<file path="config.mk">
export PLATFORM = sky130hd
export DESIGN_NAME = flash_cmd_decoder
export DESIGN_NICKNAME = d
export VERILOG_FILES = /design/src/rtl/flcmd_pkg.sv /design/src/rtl/flcmd_classify.sv /design/src/rtl/flcmd_seq_fsm.sv /design/src/rtl/flcmd_cfg_reg.sv /design/src/rtl/flash_cmd_decoder.sv
export SDC_FILE = /design/constraint.sdc
export NUM_CORES = 1
export LEC_CHECK = 0
export BUFFER_PORTS_ARGS = -buffer_cell sky130_fd_sc_hd__buf_2
export CORE_MARGIN = 3
export CORE_UTILIZATION = 35
export DETAILED_ROUTE_END_ITERATION = 10
export PLACE_DENSITY = 0.76
export SYNTH_ARGS = -nofsm -noshare
export SYNTH_HDL_FRONTEND = slang
export SYNTH_SLANG_ARGS = --single-unit
</file>
<file path="constraint.sdc">
create_clock -name clk -period 2.4 [get_ports clk]
set_clock_uncertainty 0.15 [all_clocks]
set_input_delay 0.48 -clock clk [delete_from_list [all_inputs] [get_ports clk]]
set_output_delay 0.48 -clock clk [all_outputs]
set_load 0.005 [all_outputs]
</file>
<file path="src/rtl/flcmd_pkg.sv">
package flcmd_pkg;

    // Command bytes, compared against data[7:0]
    localparam logic [7:0] UNLOCK_A_BYTE = 8'hAA;
    localparam logic [7:0] UNLOCK_B_BYTE = 8'h55;
    localparam logic [7:0] CFG_BYTE      = 8'hC0;
    localparam logic [7:0] RESET_BYTE    = 8'hF0;

    // Sequence position of the decoder
    typedef enum logic [1:0] {
        ST_IDLE = 2'd0,
        ST_UNL1 = 2'd1,
        ST_UNL2 = 2'd2,
        ST_ERR  = 2'd3
    } seq_state_e;

    // Classification of one bus write
    typedef enum logic [2:0] {
        CMD_OTHER    = 3'd0,
        CMD_UNLOCK_A = 3'd1,
        CMD_UNLOCK_B = 3'd2,
        CMD_CFG      = 3'd3,
        CMD_RESET    = 3'd4
    } cmd_kind_e;

endpackage

</file>
<file path="src/rtl/flcmd_classify.sv">
module flcmd_classify
    import flcmd_pkg::*;
#(
    parameter int ADDR_W     = 20,
    parameter int DATA_W     = 16,
    parameter int LOW_ADDR_W = 12,
    parameter logic [LOW_ADDR_W-1:0] ADDR_A = 12'h555,
    parameter logic [LOW_ADDR_W-1:0] ADDR_B = 12'h2AA,
    localparam int CODE_W = ADDR_W - LOW_ADDR_W
) (
    input  logic [ADDR_W-1:0] addr,
    input  logic [DATA_W-1:0] data,
    output cmd_kind_e         kind,
    output logic [CODE_W-1:0] payload
);

    logic [7:0]            cmd_byte;
    logic [LOW_ADDR_W-1:0] low_addr;
    logic                  hit_a;
    logic                  hit_b;
    logic                  unused_data_hi;

    assign cmd_byte = data[7:0];
    assign low_addr = addr[LOW_ADDR_W-1:0];
    assign payload  = addr[ADDR_W-1:LOW_ADDR_W];

    // The upper data byte carries no command meaning
    generate
        if (DATA_W > 8) begin : g_wide_data
            assign unused_data_hi = ^data[DATA_W-1:8];
        end else begin : g_narrow_data
            assign unused_data_hi = 1'b0;
        end
    endgenerate

    assign hit_a = (low_addr == ADDR_A);
    assign hit_b = (low_addr == ADDR_B);

    // The reset byte wins at any address
    always_comb begin
        kind = CMD_OTHER;
        if (cmd_byte == RESET_BYTE) begin
            kind = CMD_RESET;
        end else if (cmd_byte == UNLOCK_A_BYTE && hit_a) begin
            kind = CMD_UNLOCK_A;
        end else if (cmd_byte == UNLOCK_B_BYTE && hit_b) begin
            kind = CMD_UNLOCK_B;
        end else if (cmd_byte == CFG_BYTE && hit_a) begin
            kind = CMD_CFG;
        end
    end

endmodule

</file>
<file path="src/rtl/flcmd_seq_fsm.sv">
module flcmd_seq_fsm
    import flcmd_pkg::*;
(
    input  logic      clk,
    input  logic      rst_n,
    input  logic      wr_en,
    input  logic      busy,
    input  cmd_kind_e kind,
    output logic      load_en,
    output logic      seq_err
);

    typedef struct packed {
        seq_state_e state;
    } fsm_t;

    fsm_t fsm_d;
    fsm_t fsm_q;

    always_comb begin
        fsm_d   = fsm_q;
        load_en = 1'b0;
        if (wr_en) begin
            unique case (fsm_q.state)
                ST_IDLE: begin
                    if (kind == CMD_UNLOCK_A)   fsm_d.state = ST_UNL1;
                    else if (kind == CMD_RESET) fsm_d.state = ST_IDLE;
                    else                        fsm_d.state = ST_ERR;
                end
                ST_UNL1: begin
                    if (kind == CMD_UNLOCK_B)   fsm_d.state = ST_UNL2;
                    else if (kind == CMD_RESET) fsm_d.state = ST_IDLE;
                    else                        fsm_d.state = ST_ERR;
                end
                ST_UNL2: begin
                    if (kind == CMD_CFG) begin
                        // The sequence always completes; busy only drops the load
                        fsm_d.state = ST_IDLE;
                        load_en     = ~busy;
                    end else if (kind == CMD_RESET) begin
                        fsm_d.state = ST_IDLE;
                    end else begin
                        fsm_d.state = ST_ERR;
                    end
                end
                ST_ERR: begin
                    if (kind == CMD_RESET) fsm_d.state = ST_IDLE;
                end
                default: fsm_d.state = ST_ERR;
            endcase
        end
    end

    always_ff @(posedge clk or negedge rst_n) begin
        if (!rst_n) fsm_q <= '{state: ST_IDLE};
        else        fsm_q <= fsm_d;
    end

    assign seq_err = (fsm_q.state == ST_ERR);

endmodule

</file>
<file path="src/rtl/flcmd_cfg_reg.sv">
module flcmd_cfg_reg #(
    parameter int                CODE_W      = 8,
    parameter logic [CODE_W-1:0] CFG_DEFAULT = '0,
    parameter int                SYNC_BIT    = 7,
    parameter bit                SYNC_POL    = 1'b1
) (
    input  logic              clk,
    input  logic              rst_n,
    input  logic              load_en,
    input  logic [CODE_W-1:0] code_in,
    output logic [CODE_W-1:0] code,
    output logic              sync_en
);

    typedef struct packed {
        logic [CODE_W-1:0] code;
    } cfg_t;

    cfg_t cfg_d;
    cfg_t cfg_q;

    always_comb begin
        cfg_d = cfg_q;
        if (load_en) cfg_d.code = code_in;
    end

    always_ff @(posedge clk or negedge rst_n) begin
        if (!rst_n) cfg_q <= '{code: CFG_DEFAULT};
        else        cfg_q <= cfg_d;
    end

    assign code = cfg_q.code;

    // The polarity of the mode bit is chosen at build time
    generate
        if (SYNC_POL) begin : g_sync_high
            assign sync_en = cfg_q.code[SYNC_BIT];
        end else begin : g_sync_low
            assign sync_en = ~cfg_q.code[SYNC_BIT];
        end
    endgenerate

endmodule

</file>
<file path="src/rtl/flash_cmd_decoder.sv">
module flash_cmd_decoder
    import flcmd_pkg::*;
#(
    parameter int ADDR_W     = 20,
    parameter int DATA_W     = 16,
    parameter int LOW_ADDR_W = 12,
    parameter logic [LOW_ADDR_W-1:0] ADDR_A = 12'h555,
    parameter logic [LOW_ADDR_W-1:0] ADDR_B = 12'h2AA,
    parameter int SYNC_BIT   = 7,
    parameter bit SYNC_POL   = 1'b1,
    localparam int CODE_W    = ADDR_W - LOW_ADDR_W,
    parameter logic [CODE_W-1:0] CFG_DEFAULT = '0
) (
    input  logic              clk,
    input  logic              rst_n,
    input  logic              wr_en,
    input  logic              busy,
    input  logic [ADDR_W-1:0] addr,
    input  logic [DATA_W-1:0] data,
    output logic [CODE_W-1:0] cfg_code,
    output logic              sync_en,
    output logic              seq_err
);

    cmd_kind_e         kind;
    logic [CODE_W-1:0] payload;
    logic              load_en;

    flcmd_classify #(
        .ADDR_W     (ADDR_W),
        .DATA_W     (DATA_W),
        .LOW_ADDR_W (LOW_ADDR_W),
        .ADDR_A     (ADDR_A),
        .ADDR_B     (ADDR_B)
    ) u_classify (
        .addr    (addr),
        .data    (data),
        .kind    (kind),
        .payload (payload)
    );

    flcmd_seq_fsm u_fsm (
        .clk     (clk),
        .rst_n   (rst_n),
        .wr_en   (wr_en),
        .busy    (busy),
        .kind    (kind),
        .load_en (load_en),
        .seq_err (seq_err)
    );

    flcmd_cfg_reg #(
        .CODE_W      (CODE_W),
        .CFG_DEFAULT (CFG_DEFAULT),
        .SYNC_BIT    (SYNC_BIT),
        .SYNC_POL    (SYNC_POL)
    ) u_cfg (
        .clk     (clk),
        .rst_n   (rst_n),
        .load_en (load_en),
        .code_in (payload),
        .code    (cfg_code),
        .sync_en (sync_en)
    );

endmodule

</file>
==> impl_metrics.tcl <==
set metrics [dict create \
    outcome "complete, no violations" \
    worst_pin_slew_ps 371 \
    grt_pass1_vias 570 \
    cts_max_path_buffers 2 \
    yosys.area.top_type "dfrtp_1" \
    end_kind "flip-flop" \
    min_from "addr[13]" \
    yosysMostFrequentCell "dfrtp_1" \
    power_switching_mw 0.0678 \
    rows 13 \
    num_io_pins 50 \
    tns_ps 0 \
    syn_inst 49 \
    netlist_area_sq_um 557 \
    vdd_drop_max_v 0.000245 \
    cts_tree "yes" \
    globalRouteOverflowTotal 0 \
    holdPathEnd "u_cfg.code[1]" \
    layout.nets 136 \
    rsz0062_at_grt "false" \
    cts_resized 0 \
    comb_power_share 0.136 \
    portBuffers 41 \
    rr_worst_depth 5 \
    ys_ff_latch 10 \
    hold_depth 2 \
    fmax_mhz 495 \
    area_delta_synth_final_pct 48.3 \
    dr.first_iter.drc_count 10 \
    routabilityCongestion 0.849 \
    synthDistinctLibCells 23 \
    dpl.hpwl_mm 1.27 \
    grt_antenna_before_repair 0 \
    slew_headroom 0.746 \
    period_share 0.842 \
    swShare 0.213 \
    htree_levels 1 \
    layout_min_cycle_time_ps 2020 \
    via_count 574 \
    cp_slowest_stage_delay_ps 400 \
    p_int_mw 0.251 \
    crit_slowest_cell "or3b_1" \
    ys_seq_area_frac 0.449 \
    numCtsBuffers 3 \
    wire_per_inst_microns 13.4 \
    synth_common_cells "dfrtp_1, mux2_2, nor2_1" \
    chipWidth_microns 45.9 \
    initial_utilization 0.398 \
    fp.dieArea_sq_um 2110 \
    seq_power_share 0.530 \
    postRouteWirelength_mm 1.46 \
    grt_max_degree 11 \
    regToRegStartpoint "u_fsm.fsm_q[1]" \
    synth_nets 89 \
    cpLargestDelayFamily "simple AND/OR/NAND/NOR gates" \
    core_area_sq_um 1400 \
    path_clk_slew_ps 60 \
    synth_top_area_frac 0.449 \
    track_usage 0.153 \
    vias_per_cell 5.27 \
    finalSetupViolations 0 \
    cap_violations 0 \
    dr.pass1.iters 4 \
    startpoint_type "input pin" \
    p_total_mw 0.319 \
    p_leak_nw 0.427 \
    ys.flop_type "dfrtp_1" \
    final_antenna_net_count 0 \
    synth_area_per_cell_sq_um 11.4 \
    required_ps 2390 \
    crit_arrival_ps 2010 \
    async_flop_share 1.00 \
    r2r_end "u_cfg.code[4]" \
    critical_path_class "input pin to flip-flop" \
    grt_pass1_wl_mm 2.29 \
    crit_chain "buf_2 > or3b_1 > or3_4 > nor3_4 > buf_12 > mux2_2" \
    synth_edf_count 0 \
    crit_path_max_fanout 8 \
    ys_top_cells_by_area "dfrtp_1, mux2_2, nor2_1" \
    cts-root-buf "clkbuf_4" \
    report.final.slew_viol_count 0 \
    antenna-diode-count 0 \
    clock_sinks 10 \
    yosys_warnings 0 \
    rrSetupSlack_ps 610 \
    critPathBufInv 2 \
    drive_gt1_frac 0.606 \
    hp-class "input pin to flip-flop" \
    drc 0 \
    chipHeight_microns 45.9 \
    clkLatencyLatePin_ps 250 \
    power_density_nw_per_um2 386 \
    pwr-share-clk 0.333 \
    hold_viol 0 \
    fill_cells 126 \
]
-- power by group through the flow --
stage	combinational [mW]	clock, mW	sequential, mW
after global routing	0.0481	0.120	0.169
final	0.0435	0.106	0.169
after CTS	0.0435	0.113	0.169
after detailed placement	0.0422	0	0.172
after floorplan	0.00840	0	0.172
after global placement	0.0405	0	0.172
-- worst max-delay path by stage --
| stage | slack (ps) | end | start | depth (start not counted) |
|---|---|---|---|---|
| after floorplan | 240 | u_cfg.code[0] | data[1] | 4 |
| after global placement | 120 | u_cfg.code[3] | data[1] | 6 |
| after detailed placement | 100 | u_cfg.code[4] | data[1] | 6 |
| after CTS | 380 | u_cfg.code[4] | data[1] | 6 |
| after global routing | 320 | u_cfg.code[4] | data[1] | 6 |
| final | 380 | u_cfg.code[4] | data[1] | 6 |
-- layer usage --
layer / share of wire / GRT usage / vias up
li1: - / - / 283
met1: 0.35 / 0.153 / 266
met2: 0.60 / 0.299 / 21
met3: 0.048 / 0.0474 / 4
met4: 0.0048 / 0.0341 / 0
met5: 0 / 0 / -
-- cell usage in the layout (no fill, tap or decap), drive strengths merged, types with 2 or more instances in the layout --
master	count
nor2	6
nor4bb	2
dfrtp	10
nor3	2
clkbuf	3
nand2	2
nor4b	2
mux2	8
nand3	2
buf	42
nand4	2
-- kinds of logic (layout without fill, tap and decap cells) --
kind of cell / after synthesis / after routing / share of synthesized area
AOI/OAI and AO/OA: 3 / 3 / 0.0450
buffers and inverters: 1 / 46 / 0.0135
DFF: 10 / 10 / 0.449
muxes: 8 / 8 / 0.162
and+or+nand+nor: 27 / 27 / 0.330
-- registers in the layout (all words and copies together), names as in the netlist --
name,cells
u_cfg.code,8
u_fsm.fsm_q,2
-- final cells by class --
type                            instances  area, sq um  share of cell area
Multi-Input combinational cell         38          299               0.362
Sequential cell                        10          250               0.303
Timing Repair Buffer                   43          235               0.285
Clock buffer                            3         22.5              0.0273
Tap cell                               15         18.8              0.0227
-- per-stage QoR --
stage	hold slack (ps)	std cells	utilization	cell area [sq um]	setup WS, ps
6_report	306	109	0.590	826	379
3_5_place_dp	198	105	0.567	793	102
4_1_cts	295	109	0.590	826	385
5_1_grt	300	109	0.590	826	321
3_3_place_gp	192	105	0.567	793	121
2_1_floorplan	34.4	49	-	557	242
-- timing repair --
item	in CTS	in global routing
setup buffers	0	0
hold buffers	1	0
hold endpoints to repair	10	0
Note: power is estimated with default switching activity, not from simulation.
